**src/rtl/llsc_monitor.sv**
```systemverilog
module llsc_monitor #(
  parameter int DATA_W = 32,
  parameter int ADDR_W = 32,
  parameter int DEPTH  = 16
) (
  input  logic              clk,
  input  logic              rst_n,
  input  logic              acc_valid,
  input  logic [1:0]        acc_kind,
  input  logic [ADDR_W-1:0] acc_addr,
  input  logic [DATA_W-1:0] acc_wdata,
  input  logic              snoop_valid,
  input  logic [ADDR_W-1:0] snoop_addr,
  output logic [DATA_W-1:0] rd_data,
  output logic              mem_we,
  output logic              sc_ok
);
  localparam int IDX_W = (DEPTH > 1) ? $clog2(DEPTH) : 1;
  localparam int WA_W  = ADDR_W - 2;

  logic [DATA_W-1:0] mem [DEPTH];
  logic              resv_valid;
  logic [WA_W-1:0]   resv_addr;

  wire [WA_W-1:0]  word_addr = acc_addr[ADDR_W-1:2];
  wire [IDX_W-1:0] idx       = acc_addr[IDX_W+1:2];

  wire is_ld = acc_valid && acc_kind == 2'b00;
  wire is_st = acc_valid && acc_kind == 2'b01;
  wire is_ll = acc_valid && acc_kind == 2'b10;
  wire is_sc = acc_valid && acc_kind == 2'b11;

  wire resv_hit  = resv_valid && resv_addr == word_addr;
  wire snoop_hit = snoop_valid && resv_valid && snoop_addr[ADDR_W-1:2] == resv_addr;
  wire sc_pass   = is_sc && resv_hit && !snoop_hit;
  wire resv_kill = is_sc || (is_st && resv_hit) || snoop_hit;

  assign mem_we = is_st || sc_pass;

  always_ff @(posedge clk) begin
    if (!rst_n) begin
      resv_valid <= 1'b0;
      resv_addr  <= '0;
    end else if (is_ll) begin
      resv_valid <= 1'b1;
      resv_addr  <= word_addr;
    end else if (resv_kill) begin
      resv_valid <= 1'b0;
    end
  end

  always_ff @(posedge clk) begin
    if (mem_we) mem[idx] <= acc_wdata;
  end

  always_ff @(posedge clk) begin
    if (!rst_n) begin
      rd_data <= '0;
      sc_ok   <= 1'b0;
    end else begin
      sc_ok <= sc_pass;
      if (is_ld || is_ll) rd_data <= mem[idx];
      else if (is_sc)     rd_data <= {{(DATA_W-1){1'b0}}, sc_pass};
    end
  end
endmodule


```
**config.mk**
```make
export PLATFORM = sky130hd
export DESIGN_NAME = llsc_monitor
export DESIGN_NICKNAME = d
export VERILOG_FILES = /design/src/rtl/llsc_monitor.sv
export SDC_FILE = /design/constraint.sdc
export NUM_CORES = 1
export LEC_CHECK = 0
export ABC_AREA = 1
export BUFFER_PORTS_ARGS = -buffer_cell sky130_fd_sc_hd__buf_2
export CORE_MARGIN = 4
export CORE_UTILIZATION = 60
export CTS_CLUSTER_DIAMETER = 60
export CTS_CLUSTER_SIZE = 24
export DETAILED_ROUTE_END_ITERATION = 7
export PLACE_DENSITY = 0.8
export SYNTH_ARGS = -nofsm -noshare
export SYNTH_HDL_FRONTEND = slang
export SYNTH_SLANG_ARGS = --single-unit
```
**constraint.sdc**
```tcl
create_clock -name clk -period 3.85 [get_ports clk]
set_input_delay 0.1925 -clock clk [delete_from_list [all_inputs] [get_ports clk]]
set_output_delay 0.1925 -clock clk [all_outputs]
set_load 0.1 [all_outputs]
```
==> impl_metrics.ini, run 1 <==
[timing]
worstMarginPinSlew_ps = 1030
setup_violations = 0
relSlewSlack = 0.314
max_freq_ghz = 0.341
hold_viol = 0
setup_tns_ps = 0
fin_ws_ps = 918
finClkSkew_ps = 28.5
fin_crit_ps = 2930
finalCritPeriodShare = 0.762
slew_violations = 0
rsz0062_at_grt = no

[detailed_routing]
first_pass_iters = 5
wl_um = 55200
first_iter_violations = 1769
detail-route-antenna-nets = 0
viasPerCell = 6.31
num_vias = 14500
wire_per_inst_um = 24.1
drc = 0

[yosys]
ys_seq_area_frac = 0.742
ys_seq_elements = 576
synth_cells = 1645
syn-num-nets = 1747
netlist_area_um2 = 22400
synthTopCellsByArea = edfxtp_1 (69%), a22oi_1 (8.6%), dfxtp_1 (5.7%), a21oi_1 (4.1%), nand2_1 (2.8%)
synth-main-ff-cell = edfxtp_1
yosysTopAreaCell = edfxtp_1
syn_avg_cell_area_um2 = 13.6
synth_cell_types = 30
async_flop_share = 0
synth-edff-count = 512
synth.top_cell.area_share = 0.685
synth_warnings = 0

[pwr]
p_leak_uw = 0.00859
ir_drop_uv = 460
powerDensity_nw_per_um2 = 462
power_uw = 11800

[floorplan]
core_um2 = 36800
dieHeight_um = 201
num_io_pins = 136
dieArea_um2 = 40600
initial_core_util = 0.610
rows = 70
die_x_um = 201

[clock_tree]
postCtsSetupRepairBufs = 0
clockBufferDepth = 3
cts_sinks = 576
cts_root_buffer = clkbuf_16
clk_latency_ps = 560
clk_pin_slew_ps = 90
cts_tree = built
numCtsBuffers = 35
cts-hold-fix-buffers = 47
cts.repair.resized = 0
htree_levels = 2

[setup_path]
endpoint_kind = register
arrival_ps = 3180
reg2reg_slack_ps = 920
critPathKind = register to register
critical_path.max_fanout = 21
r2r_cells = 12
r2r-start = resv_addr[19]
cp.required_ps = 4100
timing.rr.end = mem[9][29]
start_kind = register

[min_path]
min-delay-path-class = input port to register
hold_end = mem[8][28]
holdPathStages = 1
holdCritStartpoint = acc_wdata[28]

[outcome]
status = complete, no violations

[place]
hpwl_um = 31300
gp_congestion = 0.878
place_ws_ps = 933
io_buffers = 131

[layout]
drive_gt1_frac = 0.132
fin_nets = 1905
syn_to_final_growth_pct = 13.9
fillers = 2421

[grt]
grtUsageTotal = 0.265
grt.overflow.total = 0
first_global_vias = 14200
grt_max_degree = 129
antenna_found_initial = 2
grt_pass1_wl_um = 82700

[flow_run]
cap_violations = 0
[Yosys cell counts (all sizes together) (4+ instances only)]
master	number
a21oi	185
a22oi	256
and2	5
buf	55
clkbuf	33
dfxtp	64
edfxtp	512
inv	77
nand2	171
nand3	12
nand4	14
nor2	76
o21ai	74
o22ai	4
or2	64
xnor2	27
xor2	5
[layout by cell type, fill, tap and decap left out, types with 10 or more instances in the layout]
| cell | Yosys | routed |
|---|---|---|
| nor2_4 | 0 | 21 |
| buf_12 | 0 | 18 |
| inv_1 | 74 | 74 |
| nand2_1 | 170 | 169 |
| buf_2 | 52 | 131 |
| nor2_1 | 74 | 54 |
| nand4_1 | 14 | 14 |
| a21oi_1 | 185 | 185 |
| o21ai_1 | 31 | 31 |
| buf_4 | 1 | 13 |
| a22oi_1 | 256 | 256 |
| dlygate4sd3_1 | 0 | 47 |
| nand3_1 | 12 | 12 |
| clkbuf_16 | 0 | 37 |
| xnor2_1 | 27 | 27 |
| or2_1 | 60 | 60 |
| clkbuf_1 | 33 | 10 |
| dfxtp_1 | 64 | 64 |
| edfxtp_1 | 512 | 512 |
| o21ai_0 | 43 | 43 |
[worst max-delay path by stage]
stage / from / slack (ps) / end
floorplan: resv_addr[9] / 360 / mem[0][0]
global placement: resv_addr[19] / 980 / mem[0][29]
detailed placement: resv_addr[19] / 930 / mem[1][4]
CTS: resv_addr[19] / 930 / mem[9][29]
global route: resv_addr[19] / 760 / mem[8][4]
finish: resv_addr[19] / 920 / mem[9][29]
[per-layer routing]
metal  global-route usage  part of all wire  up-vias  wire length [µm]
li1                     -                 -     6497                 -
met1                0.375              0.39     7056             21800
met2                0.430              0.48      823             26400
met3               0.0442              0.10      108              5560
met4               0.0784             0.027        0              1490
met5                    0                 0        -                 0
[kinds of logic (layout without fill, tap and decap cells)]
kind of cell | count (synthesis) | in the layout | synth area share
compound gates | 519 | 519 | 0.144
xor+xnor | 32 | 32 | 0.0125
buf+inv | 168 | 351 | 0.0312
flops | 576 | 576 | 0.742
other cells | 0 | 1 | 0
simple gates | 350 | 350 | 0.0697
[registers in the layout, indices dropped and copies added (netlist names)]
register    cells
rd_data        32
resv_addr      30
sc_ok           1
resv_valid      1
mem           512
[area by class of cell]
| type | instances | area (µm²) | area share |
|---|---|---|---|
| flip-flops and latches | 576 | 16700 | 0.652 |
| diodes | 1 | 2.50 | 0.0000979 |
| well taps | 468 | 586 | 0.0229 |
| inverters | 80 | 303 | 0.0118 |
| multi-input cells | 901 | 5250 | 0.205 |
| clock inverters | 11 | 164 | 0.00641 |
| repair buffers | 209 | 1580 | 0.0620 |
| clock buffers | 51 | 1020 | 0.0398 |
[metrics by stage]
stage | util | cell area [µm²] | hold WS (ps) | cells
after floorplan | - | 22400 | 291 | 1645
after global placement | 0.650 | 23900 | 450 | 2187
after detailed placement | 0.650 | 23900 | 452 | 2187
after CTS | 0.695 | 25600 | 1.23 | 2296
after global routing | 0.695 | 25600 | 1.94 | 2297
final | 0.695 | 25600 | 7.75 | 2297
[worst max-delay path: stages, from the launching register on]
cell     delay [ps]
dfxtp_1         340
xnor2_1         310
nand2_1          90
nor2_1          190
nand2_1         110
nor2_1          100
nand2_1          60
nor2_1          100
nand3_1         110
nand2_2         160
nand2_1         250
nor2_4          520
buf_12          280
[where the power goes]
part           leakage, µW  internal [µW]  switching [µW]
sequential         0.00513           6850            37.9
clock             0.000569           1940            2090
combinational      0.00290            273             627
total              0.00859           9070            2750
No activity file was read; power rests on OpenSTA's default activity.
==> run 2: changes to the inputs <==
--- a/config.mk
+++ b/config.mk
@@ -8,11 +8,11 @@
 export ABC_AREA = 1
 export BUFFER_PORTS_ARGS = -buffer_cell sky130_fd_sc_hd__buf_2
 export CORE_MARGIN = 4
-export CORE_UTILIZATION = 60
+export CORE_UTILIZATION = 54
 export CTS_CLUSTER_DIAMETER = 60
 export CTS_CLUSTER_SIZE = 24
 export DETAILED_ROUTE_END_ITERATION = 7
-export PLACE_DENSITY = 0.8
+export PLACE_DENSITY = 0.76
 export SYNTH_ARGS = -nofsm -noshare
 export SYNTH_HDL_FRONTEND = slang
 export SYNTH_SLANG_ARGS = --single-unit
==> constraint.sdc (replaced) <==
create_clock -name clk -period 2.5 [get_ports clk]
set_input_delay 0.125 -clock clk [delete_from_list [all_inputs] [get_ports clk]]
set_output_delay 0.125 -clock clk [all_outputs]
set_load 0.1 [all_outputs]
==> run 2 against run 1 <==
Via count increased by 0.81%. Worst setup slack got worse by 860 ps. Highest routed layer unchanged. Cell area increased by 3.6%. Largest power group unchanged.
==> impl_metrics.ini, run 2 (synthesis results as in run 1) <==
[floorplan]
rows = 74
core_um2 = 40900
initial_core_util = 0.548
dieArea_um2 = 44900
num_io_pins = 136
dieHeight_um = 212
die_x_um = 212

[layout]
largest_reg_flops = 512
mostFrequentLayoutCell = edfxtp_1
final_util = 0.647
drive_gt1_frac = 0.163
top_register = mem
fin_nets = 1964
design_area_um2 = 26500
top_regs = mem: 512 flops, rd_data: 32 flops, resv_addr: 30 flops
syn_to_final_growth_pct = 17.9
final_cell_mix = edfxtp_1 (512), a22oi_1 (256), a21oi_1 (185)

[timing]
max_freq_ghz = 0.409
worstMarginPinSlew_ps = 796
fin_crit_ps = 2440
relSlewSlack = 0.469
finClkSkew_ps = 20.4
hold_viol = 0
setup_tns_ps = 0
finalCritPeriodShare = 0.978
setup_violations = 0
whs_ps = 56.5
slew_violations = 0

[grt]
antenna_found_initial = 2
grt_pass1_wl_um = 86200
grt_max_degree = 69
first_global_vias = 14600
grt.overflow.total = 0
grtUsageTotal = 0.252

[pwr]
power_uw = 18500
ir_drop_uv = 534
powerDensity_nw_per_um2 = 700
p_leak_uw = 0.00901

[detailed_routing]
wire_per_inst_um = 23.5
highest_layer = met4
route.met3.wl_um = 4960
met1_length_um = 22900
wl_met2_um = 27700
wl_um = 57000
viasPerCell = 6.03
first_pass_iters = 5
drc = 0
first_iter_violations = 1666
detail-route-antenna-nets = 0
num_vias = 14600

[clock_tree]
htree_levels = 2
clockBufferDepth = 3
cts_sinks = 576
cts_root_buffer = clkbuf_16
cts_tree = built
clk_latency_ps = 570
numCtsBuffers = 37
clk_pin_slew_ps = 70

[place]
gp_congestion = 0.922
place_area_um2 = 24500
io_buffers = 131
hpwl_um = 34900

[setup_path]
endpoint_kind = output port
critical_path.cell_chain = xnor2_1 > nand2_1 > nor2_1 > nand2_1 > nor2_1 > nand3_1 > nand3_4 > nand2_8 > buf_12
cpPeakStageDelay_ps = 350
slowest_stage = dfxtp_1
critical_path.max_fanout = 6
cp.required_ps = 2380
start_kind = register
arrival_ps = 2320
critPathKind = register to output port

[flow_run]
cap_violations = 0

[outcome]
status = complete, no violations

[min_path]
min-delay-path-class = input port to register
==> run 2: cell count changes in the layout (fill, tap and decap cells not counted), moves of 4 or more <==
cell / previous run / this run
buf_4: 13 / 36
dlygate4sd3_1: 47 / 63
clkinv_2: 0 / 4
clkbuf_1: 10 / 5
buf_12: 18 / 36
dfxtp_1: 64 / 60
nand2_1: 169 / 165
dfxtp_2: 0 / 4
inv_6: 0 / 4
==> run 2: where the power goes <==
group	total [µW]	internal (µW)	switching [µW]
Clock	6420	3140	3270
Combinational	1500	489	1010
Sequential	10600	10600	54.6
==> run 2: timing repair <==
item / in CTS / in global routing
setup endpoints to repair: 0 / 513
buffers inserted: 0 / 0
endpoints found under the hold margin: 543 / 0
hold buffers: 63 / 0
gates resized for setup: 0 / 16
==> run 2: final timing paths <==
check           startpoint     endpoint  slack [ps]  cells after the start
max           resv_addr[4]       mem_we          60                      9
min              acc_valid   resv_valid          60                      6
max reg2reg  resv_addr[14]   mem[8][30]         120                     12
min reg2reg    rd_data[10]  rd_data[10]         470                      2
==> run 2: layout make-up <==
cell class	count	area, µm²
diodes	1	2.50
clock buffers	44	983
clock inverters	21	254
fillers	2911	14500
inverters	80	303
multi-input cells	901	5320
flip-flops and latches	576	16700
well taps	532	666
repair buffers	266	2280
==> run 2: critical path: cells and delay by family, from the launching register on <==
family	cells	cell delay [ps]
AND/OR/NAND/NOR	7	910
flip-flops	1	350
XOR/XNOR	1	280
buffers and inverters	1	180
==> run 2: routing by layer <==
layer / vias up / track usage
li1: 6614 / -
met1: 7153 / 0.355
met2: 739 / 0.414
met3: 96 / 0.0408
met4: 0 / 0.0749
met5: - / 0
==> run 2: through the flow <==
step	setup WS [ps]	instances
floorplan	-2.24	1645
global placement	17.9	2292
detailed placement	45.0	2292
CTS	5.31	2420
global route	-30.7	2421
finish	55.3	2421
